$ cat src/rtl/blpwm_pkg.sv
// Package: shared constants and the configuration record for the backlight PWM.
// Assumes byte offsets on an 8-bit address and 32-bit register words.
package blpwm_pkg;
    localparam int ADDR_W   = 8;
    localparam int DATA_W   = 32;
    localparam int DIV_W    = 10;
    localparam int PER_W    = 12;
    localparam int HIGH_W   = 13;
    localparam int DIV_LSB  = 16;
    localparam int PER_LSB  = 0;
    localparam int HIGH_LSB = 16;
    localparam int CMP_W    = (HIGH_W > PER_W) ? HIGH_W : PER_W;

    localparam logic [ADDR_W-1:0] OFS_ONOFF  = 8'h00;
    localparam logic [ADDR_W-1:0] OFS_COMMIT = 8'h08;
    localparam logic [ADDR_W-1:0] OFS_CTRL0  = 8'h10;
    localparam logic [ADDR_W-1:0] OFS_CTRL1  = 8'h14;

    typedef struct packed {
        logic [DIV_W-1:0]  div;
        logic [PER_W-1:0]  per;
        logic [HIGH_W-1:0] high;
    } pwm_cfg_t;
endpackage

$ cat src/rtl/blpwm_regs.sv
// Module: register window with staging fields, on/off bit and commit bit.
// Produces a one-cycle commit request on a 0-to-1 write of the commit bit.
// Assumes one access per cycle; read data is combinational.
module blpwm_regs
    import blpwm_pkg::*;
(
    input  logic              clk,
    input  logic              rst_n,
    input  logic              wr_en,
    input  logic              rd_en,
    input  logic [ADDR_W-1:0] addr,
    input  logic [DATA_W-1:0] wdata,
    output logic [DATA_W-1:0] rdata,
    output logic              enable,
    output pwm_cfg_t          shadow,
    output logic              commit_req
);
    logic     on_q, commit_q;
    pwm_cfg_t shd_q;
    logic     hit_on, hit_commit, hit_c0, hit_c1, any_hit;
    logic     unused_wdata;

    // Purpose: decode the offset into one hit per register.
    always_comb begin
        hit_on     = (addr == OFS_ONOFF);
        hit_commit = (addr == OFS_COMMIT);
        hit_c0     = (addr == OFS_CTRL0);
        hit_c1     = (addr == OFS_CTRL1);
        any_hit    = hit_on | hit_commit | hit_c0 | hit_c1;
    end

    // Purpose: store written fields; undecoded offsets are dropped.
    always_ff @(posedge clk) begin
        if (!rst_n) begin
            on_q     <= 1'b0;
            commit_q <= 1'b0;
            shd_q    <= '0;
        end else if (wr_en) begin
            if (hit_on)     on_q       <= wdata[0];
            if (hit_commit) commit_q   <= wdata[0];
            if (hit_c0)     shd_q.div  <= wdata[DIV_LSB +: DIV_W];
            if (hit_c1) begin
                shd_q.per  <= wdata[PER_LSB +: PER_W];
                shd_q.high <= wdata[HIGH_LSB +: HIGH_W];
            end
        end
    end

    // Purpose: rising edge of the commit bit as seen by the write.
    assign commit_req = wr_en && hit_commit && wdata[0] && !commit_q;

    // Purpose: assemble read data with unused bits at zero.
    always_comb begin
        rdata = '0;
        if (rd_en) begin
            case (addr)
                OFS_ONOFF:  rdata[0] = on_q;
                OFS_COMMIT: rdata[0] = commit_q;
                OFS_CTRL0:  rdata[DIV_LSB +: DIV_W] = shd_q.div;
                OFS_CTRL1: begin
                    rdata[PER_LSB +: PER_W]   = shd_q.per;
                    rdata[HIGH_LSB +: HIGH_W] = shd_q.high;
                end
                default:    rdata = '0;
            endcase
        end
    end

    assign enable       = on_q;
    assign shadow       = shd_q;
    assign unused_wdata = &wdata;

    assert_undef_write_ignored_R3: assert property (@(posedge clk) disable iff (!rst_n)
        (wr_en && !any_hit) |=> $stable({on_q, commit_q, shd_q}));

    assert_commit_sets_bit_R7: assert property (@(posedge clk) disable iff (!rst_n)
        commit_req |=> commit_q);
endmodule

$ cat src/rtl/blpwm_active.sv
// Module: active configuration set and pending-commit flag.
// Loads the staged values at a period wrap, or at once while the output is off.
// Assumes the staging registers do not change in the cycle a commit is taken.
module blpwm_active
    import blpwm_pkg::*;
(
    input  logic     clk,
    input  logic     rst_n,
    input  logic     enable,
    input  pwm_cfg_t shadow,
    input  logic     commit_req,
    input  logic     wrap,
    output pwm_cfg_t act
);
    pwm_cfg_t act_q;
    logic     pend_q;
    logic     load;

    // Purpose: a commit is due now or queued, and the timing allows a swap.
    assign load = (pend_q || commit_req) && (!enable || wrap);

    // Purpose: swap in the staged values and track outstanding commits.
    always_ff @(posedge clk) begin
        if (!rst_n) begin
            act_q  <= '0;
            pend_q <= 1'b0;
        end else begin
            if (load) act_q <= shadow;
            if (load)            pend_q <= 1'b0;
            else if (commit_req) pend_q <= 1'b1;
        end
    end

    assign act = act_q;

    assert_hold_mid_period_R8: assert property (@(posedge clk) disable iff (!rst_n)
        (enable && !wrap) |=> $stable(act_q));

    assert_disabled_load_R9: assert property (@(posedge clk) disable iff (!rst_n)
        (!enable && commit_req) |=> (act_q == $past(shadow)));
endmodule

$ cat src/rtl/blpwm_prescale.sv
// Module: clock prescaler producing one tick every (div_lim + 1) cycles.
// Held at zero while the output is off; restarts from zero when enabled.
module blpwm_prescale
    import blpwm_pkg::*;
(
    input  logic             clk,
    input  logic             rst_n,
    input  logic             enable,
    input  logic [DIV_W-1:0] div_lim,
    output logic             tick
);
    logic [DIV_W-1:0] cnt_q;

    assign tick = (cnt_q == div_lim);

    // Purpose: count cycles up to the divide limit.
    always_ff @(posedge clk) begin
        if (!rst_n || !enable) cnt_q <= '0;
        else if (tick)         cnt_q <= '0;
        else                   cnt_q <= cnt_q + 1'b1;
    end

    assert_pre_in_range_R4: assert property (@(posedge clk) disable iff (!rst_n)
        cnt_q <= div_lim);
endmodule

$ cat src/rtl/blpwm_frame.sv
// Module: period position counter and output compare.
// Output is high while the position is not past the high limit; a high limit
// at or above the period limit therefore keeps it high all period.
module blpwm_frame
    import blpwm_pkg::*;
(
    input  logic              clk,
    input  logic              rst_n,
    input  logic              enable,
    input  logic              tick,
    input  logic [PER_W-1:0]  per_lim,
    input  logic [HIGH_W-1:0] high_lim,
    output logic              wrap,
    output logic              pwm_out
);
    logic [PER_W-1:0] pos_q;
    logic             in_high;

    assign wrap    = tick && (pos_q == per_lim);
    assign in_high = CMP_W'(pos_q) <= CMP_W'(high_lim);
    assign pwm_out = enable && in_high;

    // Purpose: advance the position once per prescaled tick.
    always_ff @(posedge clk) begin
        if (!rst_n || !enable) pos_q <= '0;
        else if (wrap)         pos_q <= '0;
        else if (tick)         pos_q <= pos_q + 1'b1;
    end

    assert_pos_in_range_R4: assert property (@(posedge clk) disable iff (!rst_n)
        pos_q <= per_lim);

    assert_disabled_quiet_R10: assert property (@(posedge clk) disable iff (!rst_n)
        !enable |=> (pos_q == '0));

    assert_start_high_R10: assert property (@(posedge clk) disable iff (!rst_n)
        (enable && pos_q == '0) |-> pwm_out);

    assert_full_high_R6: assert property (@(posedge clk) disable iff (!rst_n)
        (enable && CMP_W'(high_lim) >= CMP_W'(per_lim)) |-> pwm_out);
endmodule

$ cat src/rtl/blpwm_top.sv
// Module: top of the double-buffered backlight PWM controller.
// Ties the register window, active set, prescaler and frame counter together.
module blpwm_top
    import blpwm_pkg::*;
(
    input  logic              clk,
    input  logic              rst_n,
    input  logic              reg_wr,
    input  logic              reg_rd,
    input  logic [ADDR_W-1:0] reg_addr,
    input  logic [DATA_W-1:0] reg_wdata,
    output logic [DATA_W-1:0] reg_rdata,
    output logic              pwm_out
);
    logic     enable, commit_req, tick, wrap;
    pwm_cfg_t shadow, act;

    blpwm_regs u_regs (
        .clk(clk), .rst_n(rst_n), .wr_en(reg_wr), .rd_en(reg_rd),
        .addr(reg_addr), .wdata(reg_wdata), .rdata(reg_rdata),
        .enable(enable), .shadow(shadow), .commit_req(commit_req)
    );

    blpwm_active u_active (
        .clk(clk), .rst_n(rst_n), .enable(enable), .shadow(shadow),
        .commit_req(commit_req), .wrap(wrap), .act(act)
    );

    blpwm_prescale u_pre (
        .clk(clk), .rst_n(rst_n), .enable(enable), .div_lim(act.div), .tick(tick)
    );

    blpwm_frame u_frame (
        .clk(clk), .rst_n(rst_n), .enable(enable), .tick(tick),
        .per_lim(act.per), .high_lim(act.high), .wrap(wrap), .pwm_out(pwm_out)
    );
endmodule

$ cat config.mk
export PLATFORM = sky130hd
export DESIGN_NAME = blpwm_top
export DESIGN_NICKNAME = d
export VERILOG_FILES = /design/src/rtl/blpwm_pkg.sv /design/src/rtl/blpwm_regs.sv /design/src/rtl/blpwm_active.sv /design/src/rtl/blpwm_prescale.sv /design/src/rtl/blpwm_frame.sv /design/src/rtl/blpwm_top.sv
export SDC_FILE = /design/constraint.sdc
export NUM_CORES = 1
export LEC_CHECK = 0
export ABC_AREA = 1
export BUFFER_PORTS_ARGS = -buffer_cell sky130_fd_sc_hd__buf_2
export CELL_PAD_IN_SITES_DETAIL_PLACEMENT = 1
export CELL_PAD_IN_SITES_GLOBAL_PLACEMENT = 1
export CORE_MARGIN = 1.5
export CORE_UTILIZATION = 40
export DETAILED_ROUTE_END_ITERATION = 10
export GPL_ROUTABILITY_DRIVEN = 0
export PLACE_DENSITY = 0.9
export SETUP_SLACK_MARGIN = 0.5
export SLEW_MARGIN = 10
export SYNTH_ARGS = -nofsm -noshare
export SYNTH_HDL_FRONTEND = slang
export SYNTH_SLANG_ARGS = --single-unit
$ cat constraint.sdc
create_clock -name clk -period 1.7 [get_ports clk]
set_clock_uncertainty 0.1 [all_clocks]
set_input_delay 0 -clock clk [delete_from_list [all_inputs] [get_ports clk]]
set_output_delay 0 -clock clk [all_outputs]
set_load 0.05 [all_outputs]
==> results of run 1 <==
## kinds of logic after synthesis
logic type | after synthesis
compound gates | 144
fa+ha+maj | 14
other cells | 1
simple gates | 280
flops | 95
buf+inv | 127
xor+xnor | 24
## metrics by stage
| step | utilization, % | area, um2 | cells |
|---|---|---|---|
| after floorplan | - | 5376 | 691 |
| after global placement | 50.44 | 5858 | 884 |
| after detailed placement | 50.44 | 5858 | 884 |
| after CTS | 64.54 | 7496 | 953 |
## Yosys cell counts, drive strengths merged
cell type,n
o21ai,41
clkbuf,13
nor2,74
a21o,1
conb,1
nor3b,3
nor3,20
ha,14
xor2,10
nand3,51
clkinv,2
o221ai,2
nand4,6
nand3b,1
a22oi,1
dfxtp,95
nand2,121
a21oi,98
inv,83
nor4,2
a21boi,1
buf,29
or2,2
xnor2,14
## timing repair
item / 4_1_cts
endpoints found under the setup margin: 89
hold buffers: 29
pin swaps: 46
buffers inserted: 17
cloned: 7
gates resized for setup: 248
hold endpoints to repair: 39
==> metrics, run 1 <==
die height=roughly 110 um; initial core utilization=41.64%; post-synthesis adder-cell area fraction=3.622%; synthesized flop and latch total=95; failing step=global routing (5_1_grt); run status=aborted with a tool error; CTS Buffer Depth=2; I/O pin cnt=77; Compound-Gate Fraction of Synth Area=15.21%; Buffers on Ports=between 60 and 70; mux contribution to synthesized area=0%; initial antenna violation count=7; Synth cell types=35; largest family of logic cells by synthesized area=simple AND/OR/NAND/NOR gates; Post-Synthesis Mean Instance Area=7.060 um2; dpl hpwl=between 10 and 15 mm; Root Driver=clkbuf_16; Simple-Gate Fraction of Synth Area=25.54%; TritonCTS Buffers=9; xor/xnor cell area share of the yosys netlist=4.347%; post-synth top area cell=dfxtp_1; first error=[ERROR DPL-0033] detailed placement checks failed during check placement.; Ys Warns=0; pre-CTS setup slack=-0.1678 ns; worst_ep kind=primary output; Seq/Total Area, Yosys=around two fifths; Mapped Cells=685; H-tree depth=3; Rows=39; Mapped Area=0.004836 mm2; post-GRT worst EP=pwm_out; Die Wd=113.0 um; synth top area cells=dfxtp_1 39%, a21oi_1 10%, nand2_1 9.2%; largest net degree at the start of global routing=42; clock sinks=95; share of the synthesized area in the top cell type=39.33%
==> run 2, diff against run 1 <==
Settings changed: CELL_PAD_IN_SITES_DETAIL_PLACEMENT 1 to not set, CELL_PAD_IN_SITES_GLOBAL_PLACEMENT 1 to not set, CORE_UTILIZATION 40 to 25, PLACE_DENSITY 0.9 to not set, PLACE_DENSITY_LB_ADDON set to 0.15, SETUP_SLACK_MARGIN 0.5 to not set.
==> run 2 against run 1 <==
The flow now finishes, with violations (setup timing). Synthesized cell count is the same. Area after synthesis is the same.
==> metrics, run 2 <==
DR iter-0 viols=~200; Post-Layout Cell Count=1,076; Synth Flop Type=dfxtp_1; delay-heaviest family, CP=buffers and inverters; vias in the first global route=4,435; post-synth top area cell=dfxtp_1; CTS Buffer Depth=2 (unchanged); synthesized flop and latch total=95 (unchanged); most frequent cell after synthesis=nand2_1; Area Growth Syn to Fin=41.94%; initial core utilization=25.68% (-16 points); Core Area=0.01883 mm2; pwr/cell area=639.8 mW/mm2; TritonCTS Buffers=9 (unchanged); crit path DAT=about 1.8 ns; Worst setup SP type=flop; Rows=50 (+28%); Power Total=0.004392 W; RSZ-0062 raised after global routing=yes; synth top area cells=dfxtp_1 39%, a21oi_1 10%, nand2_1 9.2%; DRT antenna net count=0; failing checks=setup timing; later-pin clock latency in the skew report=0.35 ns; die height=142.1 um (+26%); Synth cell types=35 (unchanged); Tcrit/Tclk final=110.3%; Setup WS post-layout=-0.1746 ns; Post-Route WL=13.78 mm; Seq/Total Area, Yosys=39.33% (unchanged); Setup Crit Path Kind=reg -> out; slowest cell on the critical path=dfxtp_2; placed cells=1,013 (+15%); die area=0.02019 mm2; first-pass GRT wire length=22.14 mm; number of synthesized flops with an enable pin=0 (unchanged); initial antenna violation count=0; dpl hpwl=9.693 mm (-14%); # setup viols final=48; Post-Synthesis Mean Instance Area=7.060 um2 (unchanged); final number of hold-violating endpoints=0; WP data required=1.60 ns; Vias/cell=about 4.4; Finished Cell Area=0.006864 mm2; shortest period the worst path allows=roughly 1.9 ns; maximum vdd drop=358.9 uV; crit path buf inv count=3; critical path cell sequence=buf_4 > inv_1 > ha_1 > nand4_1 > nand3b_1 > a21oi_2 > buf_6; Achievable Freq=approximately 0.53 GHz; critical path endpoint category=primary output; Static Leakage=2.714 nW; final slew viol count=0; wire per inst=roughly 13 um; Detailed Routing Iterations Pass 1=4; placed cell area=0.005635 mm2 (-3.8%); antenna diode instance count=0; TNS Setup=-5.053 ns; final net count=869; worst-path fanout max=4; Die Wd=142.1 um (+26%); Mapped Area=0.004836 mm2 (unchanged); filler instances=2,011; CTS tree=yes; min-delay src=reg_addr[3]; Mapped Cells=685 (unchanged); MaxCap Viol Count=0; proportion of layout cells with a drive suffix above 1=27.82%; Hold/Removal Path Class=in -> reg; most common cell after layout, fill and taps aside=nand2_1; I/O pin cnt=77 (unchanged); CTS clk-pin slew, worst paths=0.06 ns; CP max stage delay=roughly 0.32 ns; max_slew headroom=61.88%; FF-to-FF Start=u_frame.pos_q[2]; synth cell count leaders=119 x nand2_1, 98 x a21oi_1, 95 x dfxtp_1; commonest non-fill, non-tap cells in the layout=103 x nand2_1, 94 x a21oi_1, 76 x inv_1; Residual DRC=0; Root Driver=clkbuf_16; Ys Warns=0 (unchanged); FFs w/ async S/R, synth=0% (unchanged); share of the synthesized area in the top cell type=39.33% (unchanged); Final Util=36.45%; largest net degree at the start of global routing=58; worst slew pin tran=0.5711 ns; crit path launch=u_frame.pos_q[0]; GR Util All Layers=14.00%; Buffers on Ports=62 (unchanged); via count=between 4,000 and 5,000; Overflow after GRT=0; run status=complete, but fails checks; H-tree depth=3 (unchanged); clock sinks=95 (unchanged)
run 2: cell counts after synthesis:
No cell type changed its count.
run 2: where the power goes:
group          internal (W)  switching [W]  leakage [nW]
clock               0.00103       0.000879         0.134
combinational      0.000112       0.000145          1.80
sequential          0.00222     0.00000170         0.777
run 2: logic make-up (layout without fill, tap and decap cells):
group	count (synthesis)	count (layout)	share of synthesized area, %
compound gates	144	144	15.21
xor+xnor	24	24	4.347
fa+ha+maj	14	14	3.622
buf+inv	127	251	11.88
flops	95	95	39.33
other cells	1	7	0.07755
simple gates	280	281	25.54
run 2: repair_timing:
item | in CTS | in global routing
setup buffers | 5 | 3
endpoints found under the setup margin | 38 | 62
pin swaps | 14 | 15
hold buffers | 33 | 0
gates cloned | 1 | 5
resized for setup | 61 | 50
hold endpoints to repair | 44 | 0
run 2: layout make-up:
class,count,area [um2],share of cell area (%)
Multi-Input combinational cell,470,2729,39.76
Tap cell,260,325.3,4.739
Clock buffer,13,250.2,3.646
Clock inverter,3,18.77,0.2734
Inverter,85,321.6,4.685
Sequential cell,95,1939,28.25
Timing Repair Buffer,150,1280,18.65
run 2: worst paths after layout:
| kind | endpoint | slack (ns) | cells after the start |
|---|---|---|---|
| worst min register to register | u_active.act[8] | 0.36 | 2 |
| worst max-delay path | pwm_out | -0.17 | 7 |
| worst max register to register | u_active.act[33] | -0.17 | 12 |
| worst min-delay path | u_active.pend_q | 0.02 | 5 |
run 2: routing by layer:
layer,global-route usage [%],wire length (um)
met5,0,0
met4,6.728,318
met3,2.153,432
met2,21.44,6132
met1,19.22,6898
run 2: worst min-delay path, delay by kind of cell:
family | cells | cell delay, ns
and+or+nand+nor | 3 | 0.23
buffers and inverters | 1 | 0.11
AOI/OAI and AO/OA | 1 | 0.08
run 2: stage by stage:
| stage | setup WS [ns] | hold slack [ns] |
|---|---|---|
| global placement | -0.06629 | 0.1904 |
| floorplan | -0.1157 | 0.06170 |
| detailed placement | -0.06199 | 0.1933 |
| finish | -0.1746 | 0.02411 |
| global route | -0.2719 | 0.07274 |
| CTS | -0.1989 | 0.01732 |
Power figures use the tool's default switching activity.
